### config.mk
export PLATFORM = sky130hd
export DESIGN_NAME = tbase16
export DESIGN_NICKNAME = d
export VERILOG_FILES = /design/src/rtl/tbase_pkg.sv /design/src/rtl/tbase_regs.sv /design/src/rtl/tbase_presc.sv /design/src/rtl/tbase_count.sv /design/src/rtl/tbase16.sv
export SDC_FILE = /design/constraint.sdc
export NUM_CORES = 1
export LEC_CHECK = 0
export BUFFER_PORTS_ARGS = -buffer_cell sky130_fd_sc_hd__buf_2
export CAP_MARGIN = 20
export CORE_MARGIN = 3
export CORE_UTILIZATION = 45
export CTS_BUF_LIST = sky130_fd_sc_hd__clkbuf_2
export CTS_CLUSTER_DIAMETER = 80
export DETAILED_ROUTE_END_ITERATION = 12
export PLACE_DENSITY = 0.71
export SLEW_MARGIN = 20
export SYNTH_ARGS = -nofsm -noshare
export SYNTH_HDL_FRONTEND = slang
export SYNTH_SLANG_ARGS = --single-unit
### constraint.sdc
create_clock -name clk -period 4.93 [get_ports clk]
set_clock_uncertainty 0.05 [all_clocks]
set_input_delay 0.7395 -clock clk [delete_from_list [all_inputs] [get_ports clk]]
set_output_delay 0.7395 -clock clk [all_outputs]
set_load 0.01 [all_outputs]
### src/rtl/tbase_pkg.sv
package tbase_pkg;
  typedef enum logic [2:0] {
    A_CTRL  = 3'd0,
    A_STAT  = 3'd1,
    A_GEN   = 3'd2,
    A_COUNT = 3'd3,
    A_DIV   = 3'd4,
    A_TOP   = 3'd5
  } addr_e;

  localparam int B_RUN = 0;
  localparam int B_BUF = 1;
  localparam int B_MIR = 2;
  localparam int CTRL_W = 3;
endpackage

### src/rtl/tbase_regs.sv
module tbase_regs
  import tbase_pkg::*;
#(
  parameter int CW = 16,
  parameter int DW = 32
) (
  input  logic          clk,
  input  logic          rst_n,
  input  logic          wr,
  input  logic [2:0]    addr,
  input  logic [DW-1:0] wdata,
  input  logic [CW-1:0] cnt,
  input  logic          upd_evt,
  output logic          run,
  output logic          arr_buf,
  output logic          mirror,
  output logic          flag,
  output logic [CW-1:0] psc_pre,
  output logic [CW-1:0] arr_pre,
  output logic          ug,
  output logic          cnt_wr,
  output logic          arr_wr,
  output logic [DW-1:0] rdata
);
  localparam logic [CW-1:0] ARR_RST = '1;
  localparam int PAD = DW - CW;

  logic [CTRL_W-1:0] ctrl_q, ctrl_d;
  logic              flag_q, flag_d;
  logic [CW-1:0]     psc_q, psc_d, arr_q, arr_d;
  logic              stat_clr;
  logic              wdata_hi_unused;

  assign wdata_hi_unused = ^wdata[DW-1:CW];

  assign ug       = wr && (addr == A_GEN) && wdata[0];
  assign cnt_wr   = wr && (addr == A_COUNT);
  assign arr_wr   = wr && (addr == A_TOP);
  assign stat_clr = wr && (addr == A_STAT) && !wdata[0];

  always_comb begin
    ctrl_d = ctrl_q;
    psc_d  = psc_q;
    arr_d  = arr_q;
    if (wr && addr == A_CTRL) ctrl_d = wdata[CTRL_W-1:0];
    if (wr && addr == A_DIV)  psc_d  = wdata[CW-1:0];
    if (arr_wr)               arr_d  = wdata[CW-1:0];
    if (upd_evt)       flag_d = 1'b1;
    else if (stat_clr) flag_d = 1'b0;
    else               flag_d = flag_q;
  end

  always_ff @(posedge clk or negedge rst_n) begin
    if (!rst_n) begin
      ctrl_q <= '0;
      flag_q <= 1'b0;
      psc_q  <= '0;
      arr_q  <= ARR_RST;
    end else begin
      ctrl_q <= ctrl_d;
      flag_q <= flag_d;
      psc_q  <= psc_d;
      arr_q  <= arr_d;
    end
  end

  assign run     = ctrl_q[B_RUN];
  assign arr_buf = ctrl_q[B_BUF];
  assign mirror  = ctrl_q[B_MIR];
  assign flag    = flag_q;
  assign psc_pre = psc_q;
  assign arr_pre = arr_q;

  always_comb begin
    rdata = '0;
    case (addr)
      A_CTRL:  rdata = {{(DW-CTRL_W){1'b0}}, ctrl_q};
      A_STAT:  rdata = {{(DW-1){1'b0}}, flag_q};
      A_COUNT: rdata = {mirror & flag_q, {(PAD-1){1'b0}}, cnt};
      A_DIV:   rdata = {{PAD{1'b0}}, psc_q};
      A_TOP:   rdata = {{PAD{1'b0}}, arr_q};
      default: rdata = '0;
    endcase
  end

  assert_flag_set_R4: assert property (@(posedge clk) disable iff (!rst_n)
    upd_evt |=> flag_q);
  assert_flag_hold_R4: assert property (@(posedge clk) disable iff (!rst_n)
    (flag_q && !stat_clr) |=> flag_q);
endmodule

### src/rtl/tbase_presc.sv
module tbase_presc #(
  parameter int CW = 16
) (
  input  logic          clk,
  input  logic          rst_n,
  input  logic          run,
  input  logic          ug,
  input  logic          upd_evt,
  input  logic [CW-1:0] psc_pre,
  output logic          tick
);
  logic [CW-1:0] pc_q, pc_d, act_q, act_d;

  assign tick = run && (pc_q == act_q);

  always_comb begin
    if (ug)        pc_d = '0;
    else if (tick) pc_d = '0;
    else if (run)  pc_d = pc_q + 1'b1;
    else           pc_d = pc_q;
    act_d = upd_evt ? psc_pre : act_q;
  end

  always_ff @(posedge clk or negedge rst_n) begin
    if (!rst_n) begin
      pc_q  <= '0;
      act_q <= '0;
    end else begin
      pc_q  <= pc_d;
      act_q <= act_d;
    end
  end

  assert_div_frozen_R2: assert property (@(posedge clk) disable iff (!rst_n)
    (!run && !ug) |=> $stable(pc_q));
  assert_div_shadow_R5: assert property (@(posedge clk) disable iff (!rst_n)
    !upd_evt |=> $stable(act_q));
  assert_ug_phase_R8: assert property (@(posedge clk) disable iff (!rst_n)
    ug |=> (pc_q == '0));
endmodule

### src/rtl/tbase_count.sv
module tbase_count #(
  parameter int CW = 16
) (
  input  logic          clk,
  input  logic          rst_n,
  input  logic          tick,
  input  logic          ug,
  input  logic          upd_evt,
  input  logic          cnt_wr,
  input  logic [CW-1:0] wval,
  input  logic          arr_buf,
  input  logic          arr_wr,
  input  logic [CW-1:0] arr_pre,
  output logic          ovf,
  output logic [CW-1:0] cnt
);
  localparam logic [CW-1:0] ARR_RST = '1;

  logic [CW-1:0] cnt_q, cnt_d, arr_q, arr_d;
  logic          live;

  assign live = tick && (arr_q != '0);
  assign ovf  = live && (cnt_q >= arr_q);

  always_comb begin
    if (ug)          cnt_d = '0;
    else if (cnt_wr) cnt_d = wval;
    else if (ovf)    cnt_d = '0;
    else if (live)   cnt_d = cnt_q + 1'b1;
    else             cnt_d = cnt_q;

    if (arr_wr && !arr_buf) arr_d = wval;
    else if (upd_evt)       arr_d = arr_pre;
    else                    arr_d = arr_q;
  end

  always_ff @(posedge clk or negedge rst_n) begin
    if (!rst_n) begin
      cnt_q <= '0;
      arr_q <= ARR_RST;
    end else begin
      cnt_q <= cnt_d;
      arr_q <= arr_d;
    end
  end

  assign cnt = cnt_q;

  assert_stall_R7: assert property (@(posedge clk) disable iff (!rst_n)
    (arr_q == '0 && !ug && !cnt_wr) |=> $stable(cnt_q));
  assert_wrap_R3: assert property (@(posedge clk) disable iff (!rst_n)
    (ovf && !cnt_wr) |=> (cnt_q == '0));
  assert_ug_clear_R8: assert property (@(posedge clk) disable iff (!rst_n)
    ug |=> (cnt_q == '0));
  assert_top_buffered_R6: assert property (@(posedge clk) disable iff (!rst_n)
    (arr_buf && !upd_evt) |=> $stable(arr_q));
endmodule

### src/rtl/tbase16.sv
module tbase16
  import tbase_pkg::*;
#(
  parameter int CW = 16,
  parameter int DW = 32,
  parameter int SYNC_STAGES = 2
) (
  input  logic          clk,
  input  logic          rst_n,
  input  logic          reg_wr,
  input  logic [2:0]    reg_addr,
  input  logic [DW-1:0] reg_wdata,
  output logic [DW-1:0] reg_rdata,
  output logic          upd_irq
);
  logic [SYNC_STAGES-1:0] rs_q;
  logic core_rst_n;
  logic run, arr_buf, mirror, flag, ug, cnt_wr, arr_wr, tick, ovf, upd_evt;
  logic [CW-1:0] psc_pre, arr_pre, cnt;

  always_ff @(posedge clk or negedge rst_n) begin
    if (!rst_n) rs_q <= '0;
    else        rs_q <= {rs_q[SYNC_STAGES-2:0], 1'b1};
  end
  assign core_rst_n = rs_q[SYNC_STAGES-1];

  assign upd_evt = ug || ovf;
  assign upd_irq = flag;

  tbase_regs #(.CW(CW), .DW(DW)) regs_i (
    .clk(clk), .rst_n(core_rst_n), .wr(reg_wr), .addr(reg_addr),
    .wdata(reg_wdata), .cnt(cnt), .upd_evt(upd_evt), .run(run),
    .arr_buf(arr_buf), .mirror(mirror), .flag(flag), .psc_pre(psc_pre),
    .arr_pre(arr_pre), .ug(ug), .cnt_wr(cnt_wr), .arr_wr(arr_wr),
    .rdata(reg_rdata)
  );

  tbase_presc #(.CW(CW)) presc_i (
    .clk(clk), .rst_n(core_rst_n), .run(run), .ug(ug),
    .upd_evt(upd_evt), .psc_pre(psc_pre), .tick(tick)
  );

  tbase_count #(.CW(CW)) count_i (
    .clk(clk), .rst_n(core_rst_n), .tick(tick), .ug(ug),
    .upd_evt(upd_evt), .cnt_wr(cnt_wr), .wval(reg_wdata[CW-1:0]),
    .arr_buf(arr_buf), .arr_wr(arr_wr), .arr_pre(arr_pre),
    .ovf(ovf), .cnt(cnt)
  );

  assert_mirror_off_R9: assert property (@(posedge clk) disable iff (!core_rst_n)
    (reg_addr == A_COUNT && !mirror) |-> !reg_rdata[DW-1]);
  assert_gap_zero_R9: assert property (@(posedge clk) disable iff (!core_rst_n)
    (reg_addr == A_COUNT) |-> (reg_rdata[DW-2:CW] == '0));
  assert_irq_flag_R11: assert property (@(posedge clk) disable iff (!core_rst_n)
    (reg_wr && reg_addr == A_GEN && reg_wdata[0]) |=> upd_irq);
endmodule

# Word-level counts from Yosys, hierarchy flattened
# Cells that the tools add are included.
# totals
register_bits,102
input_bits,38
word_cells,52
# classes
add_sub_neg,2
n_lt_le_gt_ge,1
eq_ne,6
n_mux,12
n_bitwise,1
n_reduce_logical,21
# ops
cell,count
$pmux W32 S5,1
$mux W16,9
$add A16 B1 Y16 const B,2
$eq A16 B16 Y1,1
$ge A16 B16 Y1,1
$reduce_bool A16 Y1,1
$logic_and A1 B1 Y1,12
$eq A3 B2 Y1 const B,2
$eq A3 B3 Y1 const B,2
$reduce_bool A2 Y1,2
$reduce_bool A4 Y1,1
$eq A3 B1 Y1 const B,1
$logic_not A3 Y1,1
$reduce_bool A3 Y1,1
$logic_not A1 Y1,2
$mux W1,2
$and A1 B1 Y1,1
$logic_or A1 B1 Y1,1

# Depth between registers and ports, before layout
# depth
word_depth,7
ltp_mapped,10

# Modules after synthesis
# Synthesis repeated with hierarchy kept, for this count alone.
# unflattened
cells_unflattened,553
area_unflattened_um2,5924.4
# modules_own_cells
mod,n_inst,cells_each,area_each_um2,seq_area_each_um2
tbase_count,1,232,2215.9,820.8
tbase_regs,1,162,1966.9,920.9
tbase_presc,1,155,1681.6,800.8
tbase16,1,4,60.1,50.0

# Least setup slack after synthesis
# No wires, ideal clock.
# synth_timing
path_kind,input -> output
start,input reg_addr[0]
end,output reg_rdata[10]
arrival_time_ps,2271
slack_ps,1869
cell_stages,5
n_path_buf,3
path_cell_list,clkbuf_1 buf_1 buf_1 mux2i_1 o21ai_0
# synth_between
elab_chain_cells,2
elab_cells_between_ends,6
# synth_lines
item,line,source
from (decl),tbase16.sv:11,"input logic [2:0] reg_addr,"
$eq A3 B3 Y1 (tied with other cells),tbase_regs.sv:76,case (addr)
$pmux W32 S5 (*),tbase_regs.sv:76,
to (decl),tbase16.sv:13,"output logic [DW-1:0] reg_rdata,"
# Mark *: on every way between the ends. The rest lies on a longest branch, timed or not.

# Worst setup path in the final report
# layout_timing
start,register count_i.arr_q[2]
end,register presc_i.act_q[6]
# layout_between
elab_chain_cells,4
elab_cells_between_ends,5
# layout_lines
item,line,source
from (decl),tbase_count.sv:19,"logic [CW-1:0] cnt_q, cnt_d, arr_q, arr_d;"
from (signal assigned),tbase_count.sv:43,arr_q <= arr_d;
"parallel branches: the longest is 2 deep, another holds $ge A16 B16 Y1",-,
$logic_and A1 B1 Y1 (*),tbase_count.sv:23,assign ovf = live && (cnt_q >= arr_q);
$logic_or A1 B1 Y1 (*),tbase16.sv:27,assign upd_evt = ug || ovf;
to (signal assigned),tbase_presc.sv:30,act_q <= act_d;
to (decl),tbase_presc.sv:12,"logic [CW-1:0] pc_q, pc_d, act_q, act_d;"
# Mark *: on every way between the ends.
# A chain may end at the register's enable or synchronous reset.

==> flow_summary_export.csv <==
group,metric,value,unit
outcome,outcome,"complete, no violations",
yosys,ys_warn_count,0,
die,core_region_area,0.01267,mm^2
yosys,seq_area_frac_synth,0.4415,
clock_tree,numCtsBuffers,9,
die,start_util,0.4634,
global_routing,grt_max_degree,69,
placement,gp_congestion,0.9558,
cells_and_area,multiInputGateArea,0.002990,mm^2
cells_and_area,register_area,0.002596,mm^2
placement,dp_worst_setup_slack,1.455,ns
cells_and_area,mostFrequentLayoutCells,"dfrtp_1, nor2_1, nand2_1",
worst_setup_path,path_buf_inv,2,
cells_and_area,fillers,1172,
worst_setup_path,crit_path_max_fanout,17,
cells_and_area,finish.instance_area,0.006294,mm^2
route,antenna_left,0,
sta,finalHoldViolCount,0,
route,num_vias,4447,
placement,dp_hpwl,10.41,mm
cells_and_area,utilization,0.4967,
global_routing,grt_pass1_vias,4423,
placement,portBuffers,39,
clock_tree,clk_path_buf_depth,2,
flow_run,maxCapViolCount,0,
die,placementRows,41,
worst_setup_path,critPathArrivalTime,4.01,ns
worst_setup_path,criticalPathCategory,"reg2reg",
cells_and_area,layout_commonest_cell,"dfrtp_1",
yosys,synth_area,0.005872,mm^2
sta,min_period_over_period,0.7132,
worst_setup_path,slowest_stage,"dfstp_2",
clock_tree,cts.sinks,102,
sta,slew-limit-headroom,0.3223,
route,drt_iter0_markers,407,
cells_and_area,drive_gt1_frac,0.2573,
yosys,async_flop_share,1.000,
yosys,yosysUniqueCellTypes,63,
global_routing,grt_usage,0.2118,
sta,setup_ws,1.414,ns
power,power.leakage,2.792,nW
worst_setup_path,reg2reg_depth,9,
die,die_width,120.2,um
clock_tree,clkTransAtPathRegs,0.27,ns
clock_tree,htreeDepth,3,
yosys,yosys.area.top_type,"dfrtp_1",
sta,setup_viol,0,
route,routedWlPerCell,18.66,um
placement,placed_cell_area,0.006132,mm^2
worst_setup_path,crit_required,5.43,ns
worst_setup_path,max_stage_delay,0.62,ns
clock_tree,insertion_delay,0.63,ns
placement,placed_cells,768,
cells_and_area,fin_cells,787,
clock_tree,cts_tree,"built",
cells_and_area,nNetsFinal,665,
yosys,synth_seq_cells,102,
yosys,synth_edf_count,0,
die,die-area,0.01446,mm^2
worst_setup_path,critical_path_depth,9,
power,irDropWorstVdd,177.2,uV
worst_setup_path,path_cells,"inv_1 -> ha_1 -> o21a_1 -> nor2_1 -> o31a_1 -> o41a_1 -> o21ai_4 -> buf_4 -> mux2_2",
route,drc_errors,0,
yosys,avgSynthCellArea,10.16,um^2
yosys,synthTopCellsByArea,"dfrtp_1, dfstp_2, mux2_2, mux2i_1, ha_1",
die,ioPinCount,71,
cells_and_area,area_growth,7.181,%
yosys,syn_inst,578,
global_routing,grt_remaining_overflow,0,
sta,drv_slew,0,
clock_tree,root_buffer,"clkbuf_2",
yosys,synth_flop_cell,"dfrtp_1",
sta,fin_crit,3.516,ns
sta,final.setup.tns,0,ns
route,dr.pass1.iters,5,
yosys,synth_top_area_frac,0.2983,
sta,worstMarginPinSlew,1.013,ns
worst_setup_path,cp-start-kind,"flop",
power,powerDensity,427.3,mW/mm^2
die,die_y,120.2,um
global_routing,antenna_found_initial,1,
route,drt-total-wl,14.68,mm
sta,max_freq,284.4,MHz
global_routing,grt_pass1_wl,23.61,mm
route,via_per_inst,5.651,
hold_path,holdCritPathClass,"reg2async",
worst_setup_path,end_kind,"flop",
sta,rsz0062_at_grt,"no",
worst_setup_path,path_delay_family,"compound AO/OA/AOI/OAI gates",
final cells by class:
cell class	instances	area share
inverters	24	0.01431
repair buffers	47	0.04215
flip-flops and latches	102	0.4125
clock buffers	9	0.007157
multi-input cells	425	0.4751
diodes	1	0.0003976
well taps	172	0.03419
clock inverters	7	0.01412
what timing repair did:
item                                   4_1_cts  5_1_grt
hold buffers                                 1        0
endpoints found under the hold margin        2        0
resized for setup                            0        0
buffers inserted                             0        0
per-layer routing:
metal,wire length [um],GRT usage,vias to the layer above
met4,545,0.1013,0
li1,-,-,2064
met5,0,0,-
met1,6348,0.2860,2190
met3,959,0.03789,33
met2,6829,0.3319,160
cells in the mapped netlist, types with 8 or more instances:
cell,number
mux2_2,49
mux2i_1,29
nand3_1,28
ha_1,18
nor2_1,51
a21oi_1,27
nand2_1,50
dfstp_2,32
xnor2_1,17
buf_4,17
nand4_1,8
xor2_1,12
inv_1,24
clkbuf_1,15
dfrtp_1,70
o21ai_0,37
power breakdown:
part           leakage [nW]  switching, mW  internal (mW)
Sequential             1.20          0.272           1.12
Clock                0.0770          0.287          0.164
Combinational          1.51          0.434          0.410
Total                  2.79          0.994           1.70
logic make-up (layout without fill, tap and decap cells):
group           count (synthesis)  in the layout  share of synthesized area
simple gates                  180            180                     0.1528
fa+ha+maj                      18             18                    0.03836
flops                         102            102                     0.4415
buf+inv                        65             87                    0.06009
mux                            82             82                     0.1530
compound gates                 99             99                     0.1070
other cells                     2             17                   0.001279
xor+xnor                       30             30                    0.04603
registers in the layout, summed over array words and instances, names as in the netlist:
register and count:
presc_i.pc_q 16, regs_i.psc_pre 16, count_i.cnt 16, regs_i.ctrl_q 3, regs_i.arr_pre 16, rs_q 2
count_i.arr_q 16, regs_i.flag 1, presc_i.act_q 16
worst reg2reg max path, delay by kind of cell, from the launching register on:
family | cells | cell delay (ns)
simple gates | 1 | 0.04
compound gates | 4 | 1.63
fa+ha+maj | 1 | 0.28
mux | 1 | 0.39
buf+inv | 2 | 0.46
flops | 1 | 0.62
final timing paths:
kind	start	to	slack [ns]
max	count_i.arr_q[2]	presc_i.act_q[6]	1.41
min in group clk	reg_wdata[13]	count_i.arr_q[13]	0.27
max reg2reg	count_i.arr_q[2]	presc_i.act_q[6]	1.41
max in group asynchronous	rs_q[1]	regs_i.psc_pre[6]	3.34
min reg2reg	rs_q[1]	regs_i.psc_pre[8]	0.23
min	rs_q[1]	regs_i.psc_pre[8]	0.23
per-stage QoR:
| step | hold WS [ns] | power, mW |
|---|---|---|
| 6_report | 0.2309 | 2.689 |
| 5_1_grt | 0.2306 | 2.874 |
| 4_1_cts | 0.2263 | 2.696 |
| 3_5_place_dp | 0.2284 | 2.243 |
| 3_3_place_gp | 0.2203 | 2.201 |
| 2_1_floorplan | 0.2812 | 1.981 |
Note: power is estimated with default switching activity, not from simulation.
